## config.mk

```make
export PLATFORM = sky130hd
export DESIGN_NAME = smbAlertResp
export DESIGN_NICKNAME = d
export VERILOG_FILES = /design/src/rtl/smbAlertPkg.sv /design/src/rtl/smbAlertDp.sv /design/src/rtl/smbAlertCtrl.sv /design/src/rtl/smbAlertResp.sv
export SDC_FILE = /design/constraint.sdc
export NUM_CORES = 1
export LEC_CHECK = 0
export BUFFER_PORTS_ARGS = -buffer_cell sky130_fd_sc_hd__buf_2
export CORE_MARGIN = 5
export CORE_UTILIZATION = 51
export DETAILED_ROUTE_END_ITERATION = 7
export MAX_ROUTING_LAYER = met4
export PLACE_DENSITY = 0.74
export SYNTH_ARGS = -nofsm -noshare
export SYNTH_HDL_FRONTEND = slang
export SYNTH_SLANG_ARGS = --single-unit
```

## constraint.sdc

```tcl
create_clock -name clk -period 1.5 [get_ports clk]
set_input_delay 0.075 -clock clk [delete_from_list [all_inputs] [get_ports clk]]
set_output_delay 0.075 -clock clk [all_outputs]
set_load 0.005 [all_outputs]
```

## src/rtl/smbAlertPkg.sv

```systemverilog
package smbAlertPkg;

  // Strobes from the controller to the datapath
  typedef struct packed {
    logic cntClr;
    logic bitTick;
    logic txLoad;
    logic txShift;
    logic lostClr;
    logic lostCheck;
  } dpCtrl_t;

  // Bus events decoded by the datapath
  typedef struct packed {
    logic start;
    logic stop;
    logic sclRise;
    logic sclFall;
  } busEv_t;

  typedef enum logic [2:0] {
    ST_IDLE,
    ST_ADDR,
    ST_ACK_PRE,
    ST_ACK_HOLD,
    ST_SEND,
    ST_SEND_END,
    ST_IGNORE
  } respState_t;

endpackage

```

## src/rtl/smbAlertDp.sv

```systemverilog
module smbAlertDp
  import smbAlertPkg::*;
#(
  parameter int ADDR_W = 7,
  parameter logic [ADDR_W-1:0] ARA_ADDR = 'h0C
) (
  input  logic              clk,
  input  logic              rstN,
  input  logic              sclIn,
  input  logic              sdaIn,
  input  logic [ADDR_W-1:0] ownAddr,
  input  dpCtrl_t           ctl,
  output busEv_t            ev,
  output logic              lastBit,
  output logic              rxMatch,
  output logic              txBit,
  output logic              lost,
  output logic              loseNow
);
  localparam int BYTE_W = ADDR_W + 1;
  localparam int CNT_W  = $clog2(BYTE_W);

  logic              sclQ, sdaQ;
  logic [CNT_W-1:0]  cnt;
  logic [ADDR_W-1:0] rxSh;
  logic [BYTE_W-1:0] txSh;
  logic              lostQ;

  always_comb begin
    ev.sclRise = sclIn & ~sclQ;
    ev.sclFall = ~sclIn & sclQ;
    ev.start   = sclIn & sclQ & sdaQ & ~sdaIn;
    ev.stop    = sclIn & sclQ & ~sdaQ & sdaIn;
  end

  assign lastBit = (cnt == CNT_W'(BYTE_W - 1));
  assign rxMatch = ({rxSh, sdaIn} == {ARA_ADDR, 1'b1});
  assign txBit   = txSh[BYTE_W-1];
  assign lost    = lostQ;
  // released for a one while someone else holds the line low
  assign loseNow = txBit & ~sdaIn & ~lostQ;

  always_ff @(posedge clk or negedge rstN) begin
    if (!rstN) begin
      sclQ  <= 1'b1;
      sdaQ  <= 1'b1;
      cnt   <= '0;
      rxSh  <= '0;
      txSh  <= '1;
      lostQ <= 1'b0;
    end else begin
      sclQ <= sclIn;
      sdaQ <= sdaIn;
      if (ctl.cntClr)       cnt <= '0;
      else if (ctl.bitTick) cnt <= cnt + 1'b1;
      if (ctl.bitTick)      rxSh <= {rxSh[ADDR_W-2:0], sdaIn};
      if (ctl.txLoad)       txSh <= {ownAddr, 1'b0};
      else if (ctl.txShift) txSh <= {txSh[BYTE_W-2:0], 1'b1};
      if (ctl.lostClr)                   lostQ <= 1'b0;
      else if (ctl.lostCheck && loseNow) lostQ <= 1'b1;
    end
  end

endmodule

```

## src/rtl/smbAlertCtrl.sv

```systemverilog
module smbAlertCtrl
  import smbAlertPkg::*;
(
  input  logic    clk,
  input  logic    rstN,
  input  logic    alertReq,
  input  busEv_t  ev,
  input  logic    lastBit,
  input  logic    rxMatch,
  input  logic    txBit,
  input  logic    lost,
  input  logic    loseNow,
  output dpCtrl_t ctl,
  output logic    sdaDrvLow,
  output logic    alertDrvLow
);
  respState_t state, nextState;
  logic       alertQ;
  logic       win;

  always_comb begin
    nextState = state;
    ctl       = '0;
    win       = 1'b0;
    if (ev.start) begin
      nextState  = ST_ADDR;
      ctl.cntClr = 1'b1;
    end else if (ev.stop) begin
      nextState = ST_IDLE;
    end else begin
      case (state)
        ST_IDLE, ST_IGNORE: nextState = state;
        ST_ADDR:
          if (ev.sclRise) begin
            ctl.bitTick = 1'b1;
            if (lastBit) nextState = (rxMatch && alertQ) ? ST_ACK_PRE : ST_IGNORE;
          end
        ST_ACK_PRE:
          if (ev.sclFall) nextState = ST_ACK_HOLD;
        ST_ACK_HOLD:
          if (ev.sclFall) begin
            nextState   = ST_SEND;
            ctl.txLoad  = 1'b1;
            ctl.cntClr  = 1'b1;
            ctl.lostClr = 1'b1;
          end
        ST_SEND:
          if (ev.sclRise) begin
            ctl.bitTick   = 1'b1;
            ctl.lostCheck = 1'b1;
            if (lastBit) begin
              nextState = ST_SEND_END;
              win       = ~lost & ~loseNow;
            end
          end else if (ev.sclFall) begin
            ctl.txShift = 1'b1;
          end
        ST_SEND_END:
          if (ev.sclFall) nextState = ST_IGNORE;
        default: nextState = ST_IDLE;
      endcase
    end
  end

  always_ff @(posedge clk or negedge rstN) begin
    if (!rstN) begin
      state  <= ST_IDLE;
      alertQ <= 1'b0;
    end else begin
      state  <= nextState;
      alertQ <= alertReq | (alertQ & ~win);
    end
  end

  assign alertDrvLow = alertQ;
  assign sdaDrvLow   = (state == ST_ACK_HOLD) ||
                       (((state == ST_SEND) || (state == ST_SEND_END)) && !txBit && !lost);

endmodule

```

## src/rtl/smbAlertResp.sv

```systemverilog
module smbAlertResp
  import smbAlertPkg::*;
#(
  parameter int ADDR_W = 7,
  parameter logic [ADDR_W-1:0] ARA_ADDR = 'h0C
) (
  input  logic              clk,
  input  logic              rstN,
  input  logic              alertReq,
  input  logic [ADDR_W-1:0] ownAddr,
  input  logic              sclIn,
  input  logic              sdaIn,
  output logic              sdaDrvLow,
  output logic              alertDrvLow
);
  dpCtrl_t ctl;
  busEv_t  ev;
  logic    lastBit, rxMatch, txBit, lost, loseNow;

  smbAlertDp #(.ADDR_W(ADDR_W), .ARA_ADDR(ARA_ADDR)) u_dp (
    .clk(clk), .rstN(rstN), .sclIn(sclIn), .sdaIn(sdaIn), .ownAddr(ownAddr),
    .ctl(ctl), .ev(ev), .lastBit(lastBit), .rxMatch(rxMatch), .txBit(txBit),
    .lost(lost), .loseNow(loseNow)
  );

  smbAlertCtrl u_ctrl (
    .clk(clk), .rstN(rstN), .alertReq(alertReq), .ev(ev), .lastBit(lastBit),
    .rxMatch(rxMatch), .txBit(txBit), .lost(lost), .loseNow(loseNow),
    .ctl(ctl), .sdaDrvLow(sdaDrvLow), .alertDrvLow(alertDrvLow)
  );

endmodule

```

### Word level (Yosys, flattened, before mapping)

Index checks and enable logic that the tools add are counted.

| operators by class | value |
|---|---|
| add/subtract/negate cells | 1 |
| equality and inequality tests | 16 |
| mux-type cells | 32 |
| bitwise gates (word level) | 19 |
| reduce and logical (&&, ||, !) cells | 15 |

Operators by type and width:

| kind | count |
|---|---|
| 3-bit 2-to-1 mux | 12 |
| 4-bit != test, second input constant | 7 |
| 3-bit case mux with 6 select lines | 1 |
| 8-bit 2-to-1 mux | 2 |
| 1-bit 2-to-1 mux | 15 |
| 3-bit equality test, second input constant | 4 |
| 1-bit AND | 11 |
| 8-bit by 5-bit equality test with 1-bit output, second input constant | 1 |
| 8-bit AND reduction | 1 |
| 1-bit NOT | 7 |
| 3-bit by 2-bit equality test with 1-bit output, second input constant | 2 |
| 6-bit 2-to-1 mux | 1 |
| 2-bit nonzero test | 3 |
| 5-bit 2-to-1 mux | 1 |
| 1-bit logical AND | 4 |
| 2-bit OR reduction | 2 |
| 3-bit by 1-bit adder with 3-bit output, second input constant | 1 |
| 3-bit by 1-bit equality test with 1-bit output, second input constant | 1 |
| 3-bit logical NOT | 1 |
| 3-bit != test, second input constant | 1 |
| 1-bit logical NOT | 2 |
| 1-bit logical OR | 2 |
| 1-bit bitwise OR | 1 |

| storage, ports and cells | value |
|---|---|
| flip-flop bits (word level) | 25 |
| output and inout bits | 2 |
| word-level logic and storage cells | 91 |

### Longest topological paths before layout

Gate-level depths: netlist of run 1.

| depth | value |
|---|---|
| depth in word-level cells | 13 |
| gate-level depth with buffers | 6 |
| mapped depth without buffers | 6 |

### Hierarchy

From an unflattened synthesis of run 1, not the netlist that was laid out.

| unflattened totals | value |
|---|---|
| cells, all modules | 126 |
| area total of the unflattened synthesis | 1,367.6 um^2 |

By module, submodules not included:

| module | instances | cells an instance | area each (um^2) | seq. area each (um^2) |
|---|---|---|---|---|
| smbAlertDp | 1 | 74 | 923.4 | 538.0 |
| smbAlertCtrl | 1 | 52 | 444.2 | 100.1 |

### Worst setup path after synthesis of run 1

No wires, ideal clock.

| path | value |
|---|---|
| path kind | register -> register |
| from | register u_dp.sclQ |
| to | register u_dp.txSh[5] |
| library setup time | 0.083 ns |
| arrival | 1.345 ns |
| required time | 1.417 ns |
| path slack | 0.071 ns |
| cell stages (with the launch flop) | 6 |
| clock period less this slack | 1.429 ns |
| path through | dfstp_2 -> nand2b_1 -> nor3_2 -> buf_4 -> nor3b_1 -> a221o_1 |

| between the ends | value |
|---|---|
| longest elaborated chain between the ends | 7 |
| elaborated cells between the ends (all ways) | 16 |
| classes of those cells | mux (7); bitwise (8); reduce/logical (1) |

RTL lines:

| what | RTL line | RTL |
|---|---|---|
| from (decl) | smbAlertDp.sv:23 | `logic sclQ, sdaQ;` |
| from (signal assigned) | smbAlertDp.sv:52 | `sclQ <= sclIn;` |
| 1-bit AND or 1-bit NOT (tied branches) | smbAlertDp.sv:31, smbAlertDp.sv:30 |  |
| 1-bit 2-to-1 mux or 1-bit AND (tied branches) | smbAlertCtrl.sv:41, smbAlertCtrl.sv:55, smbAlertDp.sv:30 |  |
| 1-bit 2-to-1 mux | smbAlertCtrl.sv:48 | `if (ev.sclRise) begin` |
| 1-bit 2-to-1 mux | smbAlertCtrl.sv:31 | `case (state)` |
| 6-bit 2-to-1 mux | smbAlertCtrl.sv:28 | `end else if (ev.stop) begin` |
| 5-bit 2-to-1 mux (*) | smbAlertCtrl.sv:25 | `if (ev.start) begin` |
| 2-bit nonzero test (no line) | n/a |  |
| to (signal assigned) | smbAlertDp.sv:57 | `if (ctl.txLoad) txSh <= {ownAddr, 1'b0};` |
| to (signal assigned) | smbAlertDp.sv:58 | `else if (ctl.txShift) txSh <= {txSh[BYTE_W-2:0], 1'b1};` |
| to (decl) | smbAlertDp.sv:26 | `logic [BYTE_W-1:0] txSh;` |

Mark *: on every way between the ends. The rest lies on a longest branch, timed or not.
A chain may end at the register's enable or synchronous reset.

### Worst setup path in the final report of run 1

| path | value |
|---|---|
| from | register u_dp.sclQ |
| to | register u_dp.txSh[4] |

Same word-level chain as after synthesis.

==> reports/summary.log, run 1 <==
[clocking] number of sinks handled by clock tree synthesis 25
[synthesis] Synth Register Bits 25
[place] routability congestion estimate 0.923
[grt] antenna violations before repair 0
[drt] antenna violation net count after detailed routing 0
[worst_hold_path] Hold Path Class in -> async
[floorplanning] Chip Width 59.8 microns
[floorplanning] core region area 2430 sq um
[synthesis] syn_area_per_cell 10.5 sq um
[timing] post-route fraction of the period consumed by the critical path 98.8%
[synthesis] number of flops mapped to enable cells by yosys 0
[drt] routed wirelength normalized by instance count 15.1 microns
[timing] RSZ-0062 raised after global routing yes
[timing] Slew headroom 63.4%
[synthesis] library cell occupying the most area in the post-synthesis netlist dfrtp_1
[synthesis] Warnings, synthesis 0
[clocking] total CTS buffers 3
[synthesis] number of library cell types mapped by synthesis 39
[setup_path] type of element capturing the critical path flop
[setup_path] list of cells traversed by the critical path nand2b_4 > nor3_4 > buf_6 > nor3b_1 > a221o_1
[final_layout] post-synthesis to final-layout area growth 31.8%
[final_layout] antenna diode count 0
[setup_path] Max stage delay on crit path 0.62 ns
[final_layout] Post-Layout Inst Area 1670 sq um
[place] count of input and output buffers 13
[drt] mean number of vias per cell 5.47
[synthesis] mapped cell area 1260 sq um
[pwr] Cell Pwr Density 1560 nW/um^2
[clocking] CTS clock-pin slew for the worst setup and hold paths 0.14 ns
[clocking] clock tree root driver cell clkbuf_4
[synthesis] sequential cell area fraction in the yosys report 50.5%
[final_layout] Layout Nets 172
[floorplanning] Core Rows 18
[drt] final wirelength 2820 microns
[timing] number of setup violations in the final report 0
[setup_path] Startpoint Class flop
[timing] measured slew at the worst slew-check pin 0.549 ns
[clocking] Max H-tree Level 1
[setup_path] type of the worst setup path reg -> reg
[floorplanning] IO Count 14
[clocking] TritonCTS clock tree yes
[pwr] Worst IR Drop VDD 0.00106 V
[timing] Worst Hold Margin 0.258 ns
[place] placed inst area 1410 sq um
[final_layout] proportion of layout cells with a drive suffix above 1 38.2%
[synthesis] dominant register cell in the synthesized netlist dfrtp_1
[grt] first-pass GRT wire length 4350 microns
[setup_path] cell at the slowest stage of the critical path dfstp_2
[grt] GRT Overall Usage 16.5%
[final_layout] fillers 186
[drt] first-pass iteration count of the detailed router 4
[timing] final hold viol count 0
[setup_path] worst-path fanout max 6
[setup_path] crit path from u_dp.sclQ
[drt] initial drt markers 71
[timing] Achievable Freq 0.675 GHz
[place] final HPWL from detailed placement 1820 microns
[job] MaxCap Viol Count 0
[synthesis] cell count after synthesis 120
[clocking] largest buffer count on any clock path 2
[synthesis] proportion of netlist area held by the largest area contributor 29.7%
[clocking] clock insertion delay at the later pin of the skew report 0.31 ns
[floorplanning] y dimension of the die 59.8 microns
[drt] via count of the routed design 1023
[setup_path] worst endpoint required time 1.75 ns
[floorplanning] Initial Util 52.0%
[synthesis] asr flop ratio synth 100%
[setup_path] Reg-to-Reg Start u_dp.sclQ
[final_layout] post-layout utilization of the core 68.5%
[setup_path] data arrival time of the critical path 1.73 ns
[timing] Fin Clk Skew 0.00368 ns
[timing] minimum period implied by the final worst setup slack 1.48 ns
[drt] count of unresolved DRC violations after routing 0
[synthesis] Post-Synthesis Net Count 134
[timing] Slew Limit Fails 0
[run_status] result of the run complete, no violations
[grt] maximum number of pins on one net before global-route repair 26
[grt] total grt overflow 0
[synthesis] leading cell types by total area after synthesis dfrtp_1, dfstp_2, nand2_1, a221o_1, mux2i_1
[floorplanning] Die ar. 3570 sq um
[pwr] static power due to leakage 0.735 nW
[grt] number of global-route vias before repair 1007
-- registers in the layout, indices dropped and copies added (netlist names) --
name	count
u_dp.txSh	8
u_dp.rxSh	7
u_ctrl.state	3
u_dp.cnt	3
u_ctrl.alertDrvLow	1
u_dp.lost	1
u_dp.sclQ	1
u_dp.sdaQ	1
-- layer usage --
layer | part of all wire (%) | wire (microns) | vias up | GRT usage [%]
li1 | - | - | 507 | -
met3 | 2.2 | 61 | 2 | 1.94
met1 | 47 | 1330 | 504 | 20.4
met5 | 0 | 0 | - | -
met4 | 0.60 | 17 | 0 | 6.65
met2 | 50 | 1410 | 10 | 27.3
-- cells in the mapped netlist (2+ instances only) --
| cell | number |
|---|---|
| a22o_1 | 2 |
| dfstp_2 | 10 |
| nor3b_1 | 5 |
| inv_1 | 2 |
| dfrtp_1 | 15 |
| a221o_1 | 5 |
| nand2_1 | 24 |
| a21oi_1 | 3 |
| buf_4 | 4 |
| ha_1 | 2 |
| o21ai_0 | 5 |
| nand4b_1 | 2 |
| xnor2_1 | 3 |
| nor3_1 | 2 |
| nor2_1 | 5 |
| a31oi_1 | 2 |
| nand2b_1 | 3 |
| mux2i_1 | 4 |
| o22ai_1 | 2 |
-- layout make-up --
| cell class | instances | area [sq um] | share of cell area [%] |
|---|---|---|---|
| multi-input cells | 87 | 644 | 38.7 |
| flip-flops and latches | 25 | 641 | 38.5 |
| repair buffers | 39 | 308 | 18.5 |
| well taps | 30 | 37.5 | 2.25 |
| clock buffers | 3 | 22.5 | 1.35 |
| inverters | 2 | 7.51 | 0.451 |
| clock inverters | 1 | 5.00 | 0.301 |
-- power by group --
part	switching, mW	internal [mW]
sequential	0.220	0.995
combinational	0.516	0.574
clock	0.198	0.0996
-- placed cells by master (no fill, tap or decap), types with 3 or more instances in the layout --
| master | synthesis | layout |
|---|---|---|
| o21ai_0 | 5 | 3 |
| dfstp_2 | 10 | 10 |
| a221o_1 | 5 | 5 |
| nand2_1 | 24 | 24 |
| nor2_1 | 5 | 5 |
| dfrtp_1 | 15 | 13 |
| buf_4 | 4 | 12 |
| buf_2 | 1 | 13 |
| clkbuf_4 | 0 | 3 |
| dlygate4sd3_1 | 0 | 11 |
| mux2i_1 | 4 | 4 |
| nor3b_1 | 5 | 4 |
-- per-stage QoR --
| step | setup slack, ns | TNS, ns | cells | total power [mW] |
|---|---|---|---|---|
| 3_5_place_dp | -0.0446 | -0.0446 | 167 | 2.13 |
| 3_3_place_gp | 0.0404 | 0 | 167 | 2.07 |
| 6_report | 0.0184 | 0 | 187 | 2.60 |
| 2_1_floorplan | 0.0712 | 0 | 120 | 1.82 |
| 4_1_cts | 0.0122 | 0 | 182 | 2.49 |
| 5_1_grt | -0.0398 | -0.105 | 187 | 2.78 |
-- what timing repair did --
| item | 4_1_cts | 5_1_grt |
|---|---|---|
| hold endpoints to repair | 25 | 0 |
| hold buffers | 11 | 0 |
| gates resized for setup | 3 | 17 |
| setup endpoints to repair | 2 | 12 |
| pin swaps | 0 | 6 |
| cloned | 0 | 1 |
| buffers inserted | 0 | 4 |
-- kinds of logic (layout without fill, tap and decap cells) --
family	after synthesis	after routing	synth area share (%)
AOI/OAI and AO/OA	25	25	14.7
xor gates and xnor gates	3	3	2.08
adders and majority gates	2	2	1.98
buffers and inverters	8	45	3.76
DFF	25	25	50.5
muxes	5	5	4.06
and+or+nand+nor	52	52	23.0
-- worst max-delay path: cells and delay by family (launching register included) --
| family | cells | cell delay, ns |
|---|---|---|
| AOI/OAI and AO/OA | 1 | 0.27 |
| buffers and inverters | 1 | 0.16 |
| DFF | 1 | 0.62 |
| and+or+nand+nor | 3 | 0.37 |
-- path summary, 6_finish.rpt --
kind | endpoint | slack [ns] | cells past startpoint
min in group clk | u_dp.sdaQ | 0.46 | 2
max | u_dp.txSh[4] | 0.02 | 5
max in group asynchronous | u_ctrl.state[2] | 0.85 | 2
min reg2reg | u_dp.txSh[0] | 0.49 | 2
max reg2reg | u_dp.txSh[4] | 0.02 | 5
min | u_dp.rxSh[0] | 0.26 | 2
(Power assumes the default switching activity.)
==> run 2, diff against run 1 <==
--- a/config.mk
+++ b/config.mk
@@ -9,7 +9,6 @@
 export CORE_MARGIN = 5
 export CORE_UTILIZATION = 51
 export DETAILED_ROUTE_END_ITERATION = 7
-export MAX_ROUTING_LAYER = met4
 export PLACE_DENSITY = 0.74
 export SYNTH_ARGS = -nofsm -noshare
 export SYNTH_HDL_FRONTEND = slang
==> run 2 against run 1 <==
  * Global-route usage decreased by 0.47 points
  * Sequential share of layout area did not move
  * Non-clock buffer count unchanged
  * Maximum frequency grew 0.11%
  * Critical path type unchanged
  * Critical endpoint unchanged
  * Largest cell class unchanged
  * Largest power group unchanged
==> reports/summary.log, run 2 (synthesis gave the netlist of run 1 again) <==
[setup_path] Startpoint Class flop
[final_layout] antenna diode count 0 [unchanged]
[clocking] Max H-tree Level 1 [unchanged]
[floorplanning] Die ar. 3570 sq um [unchanged]
[floorplanning] Chip Width 59.8 microns [unchanged]
[setup_path] worst-path fanout max 6 [unchanged]
[setup_path] family with the most delay on the worst path flip-flops
[run_status] result of the run complete, no violations
[timing] RSZ-0062 raised after global routing yes
[timing] Slew headroom 63.6% [+0.16 points]
[timing] summed negative setup slack over all endpoints 0 ns [unchanged]
[place] count of input and output buffers 13 [unchanged]
[final_layout] Layout Nets 172 [unchanged]
[drt] antenna violation net count after detailed routing 0 [unchanged]
[grt] Global Route met3 Usage 1.94% [unchanged]
[timing] Fin Clk Skew 0.00315 ns [-0.000527 ns]
[place] placed inst area 1410 sq um [unchanged]
[final_layout] most frequent cells in the layout nand2_1, buf_2, dfrtp_1, buf_4, dlygate4sd3_1
[final_layout] Post-Layout Inst Area 1670 sq um [unchanged]
[timing] final hold viol count 0 [unchanged]
[setup_path] number of cells on the worst reg-to-reg path 5 [unchanged]
[clocking] CTS clock-pin slew for the worst setup and hold paths 0.13 ns [about the same]
[drt] routed wirelength normalized by instance count 15.0 microns [-0.39%]
[setup_path] list of cells traversed by the critical path nand2b_4 > nor3_4 > buf_6 > nor3b_1 > a221o_1
[clocking] TritonCTS clock tree yes
[pwr] sequential fraction of design power 46.6% [about the same]
[floorplanning] y dimension of the die 59.8 microns [unchanged]
[setup_path] number of buffers and inverters on the critical path 1 [unchanged]
[floorplanning] IO Count 14 [unchanged]
[floorplanning] core region area 2430 sq um [unchanged]
[pwr] switching part of the total 35.9% [about the same]
[timing] Worst Hold Margin 0.254 ns [-0.00420 ns]
[pwr] combinational power share 41.9% [about the same]
[place] final HPWL from detailed placement 1820 microns [unchanged]
[grt] GRT Overall Usage 16.0% [-0.47 points]
[timing] minimum period implied by the final worst setup slack 1.48 ns [-0.00160 ns]
[floorplanning] Core Rows 18 [unchanged]
[drt] first-pass iteration count of the detailed router 4 [unchanged]
[floorplanning] Initial Util 52.0% [unchanged]
[setup_path] data arrival time of the critical path 1.74 ns [about the same]
[setup_path] total number of cells along the worst setup path 5 [unchanged]
[job] MaxCap Viol Count 0 [unchanged]
[place] routability congestion estimate 0.908 [-1.7%]
[clocking] largest buffer count on any clock path 2 [unchanged]
[pwr] total net switching power 0.935 mW [+0.12%]
[pwr] design internal power 1.67 mW [about the same]
[setup_path] cell at the slowest stage of the critical path dfstp_2
[final_layout] post-layout utilization of the core 68.5% [unchanged]
[drt] via count of the routed design 1022 [-0.098%]
[timing] number of setup violations in the final report 0 [unchanged]
[timing] Slew Limit Fails 0 [unchanged]
[timing] Achievable Freq 0.676 GHz [+0.11%]
[final_layout] most frequent standard cell in the layout excluding fill and tap cells nand2_1
[pwr] Worst IR Drop VDD 0.00106 V [about the same]
[final_layout] registers with the most flip-flops u_dp.txSh x8, u_dp.rxSh x7
[drt] mean number of vias per cell 5.47 [about the same]
[grt] first-pass GRT wire length 4350 microns [unchanged]
[final_layout] Largest Register u_dp.txSh
[pwr] Cell Pwr Density 1560 nW/um^2 [about the same]
[worst_hold_path] Hold Path Class in -> async
[final_layout] Largest register FFs 8 [unchanged]
[grt] maximum number of pins on one net before global-route repair 26 [unchanged]
[clocking] total CTS buffers 3 [unchanged]
[grt] antenna violations before repair 0 [unchanged]
[setup_path] type of the worst setup path reg -> reg
[grt] total grt overflow 0 [unchanged]
[grt] fraction of met1 tracks used by global routing 20.4% [unchanged]
[setup_path] type of element capturing the critical path flop
[drt] initial drt markers 76 [+7.0%]
[setup_path] Max stage delay on crit path 0.62 ns [about the same]
[clocking] clock insertion delay at the later pin of the skew report 0.32 ns [about the same]
[timing] post-route fraction of the period consumed by the critical path 98.7% [-0.11 points]
[clocking] clock tree root driver cell clkbuf_4
[setup_path] worst endpoint required time 1.76 ns [about the same]
[final_layout] proportion of layout cells with a drive suffix above 1 38.2% [unchanged]
[timing] measured slew at the worst slew-check pin 0.546 ns [-0.00235 ns]
[pwr] static power due to leakage 0.735 nW [unchanged]
[clocking] number of sinks handled by clock tree synthesis 25 [unchanged]
[drt] final wirelength 2800 microns [-0.39%]
[grt] met2 GRT Util 27.3% [unchanged]
[pwr] Clk network pwr share 11.5% [about the same]
[grt] number of global-route vias before repair 1006 [-0.099%]
[grt] most used routing layer met2
[final_layout] post-synthesis to final-layout area growth 31.8% [unchanged]
[drt] count of unresolved DRC violations after routing 0 [unchanged]
==> run 2: cell counts in the layout (fill, tap and decap cells not counted) <==
No cell type changed its count.
==> run 2: layout make-up <==
class,instances,area (sq um)
flip-flops and latches,25,641
clock buffers,3,22.5
multi-input cells,87,644
fillers,186,767
repair buffers,39,308
clock inverters,1,5.00
inverters,2,7.51
well taps,30,37.5
==> run 2: power groups by stage <==
| stage | Sequential [mW] | Clock (mW) | Combinational (mW) |
|---|---|---|---|
| finish | 1.21 | 0.300 | 1.09 |
| global route | 1.24 | 0.334 | 1.20 |
| floorplan | 1.12 | 0 | 0.700 |
| detailed placement | 1.19 | 0 | 0.938 |
| global placement | 1.18 | 0 | 0.891 |
| CTS | 1.19 | 0.309 | 0.995 |
==> run 2: repair_timing <==
item                                    CTS  global route
cloned                                    0             1
gates resized for setup                   3            17
endpoints found under the hold margin    25             0
hold buffers                             11             0
pin swaps                                 0             6
endpoints found under the setup margin    2            12
buffers inserted                          0             4
==> run 2: per-stage QoR <==
| step | power (mW) | instances | setup slack [ns] |
|---|---|---|---|
| floorplan | 1.82 | 120 | 0.0712 |
| global placement | 2.07 | 167 | 0.0404 |
| detailed placement | 2.13 | 167 | -0.0446 |
| CTS | 2.49 | 182 | 0.0122 |
| global route | 2.78 | 187 | -0.0398 |
| finish | 2.60 | 187 | 0.0200 |
==> run 2: metal layers <==
| metal | routed length [microns] | part of all wire, % |
|---|---|---|
| met5 | 0 | 0 |
| met4 | 32 | 1.1 |
| met3 | 78 | 2.8 |
| met2 | 1390 | 49 |
| met1 | 1310 | 47 |
==> run 2: path summary, 6_finish.rpt <==
check	startpoint	to	slack, ns
max	u_dp.sclQ	u_dp.txSh[4]	0.02
min	rstN	u_dp.rxSh[0]	0.25
max reg2reg	u_dp.sclQ	u_dp.txSh[4]	0.02
min reg2reg	u_dp.txSh[0]	u_dp.txSh[0]	0.49
max in group asynchronous	rstN	u_ctrl.state[2]	0.86
min in group clk	sclIn	u_dp.sclQ	0.45
==> run 2: worst register-to-register path: cells and delay by family, from the launching register on <==
kind,cells,cell delay [ns]
buffers and inverters,1,0.16
AO/OA/AOI/OAI,1,0.27
AND/OR/NAND/NOR,3,0.37
flip-flops,1,0.62
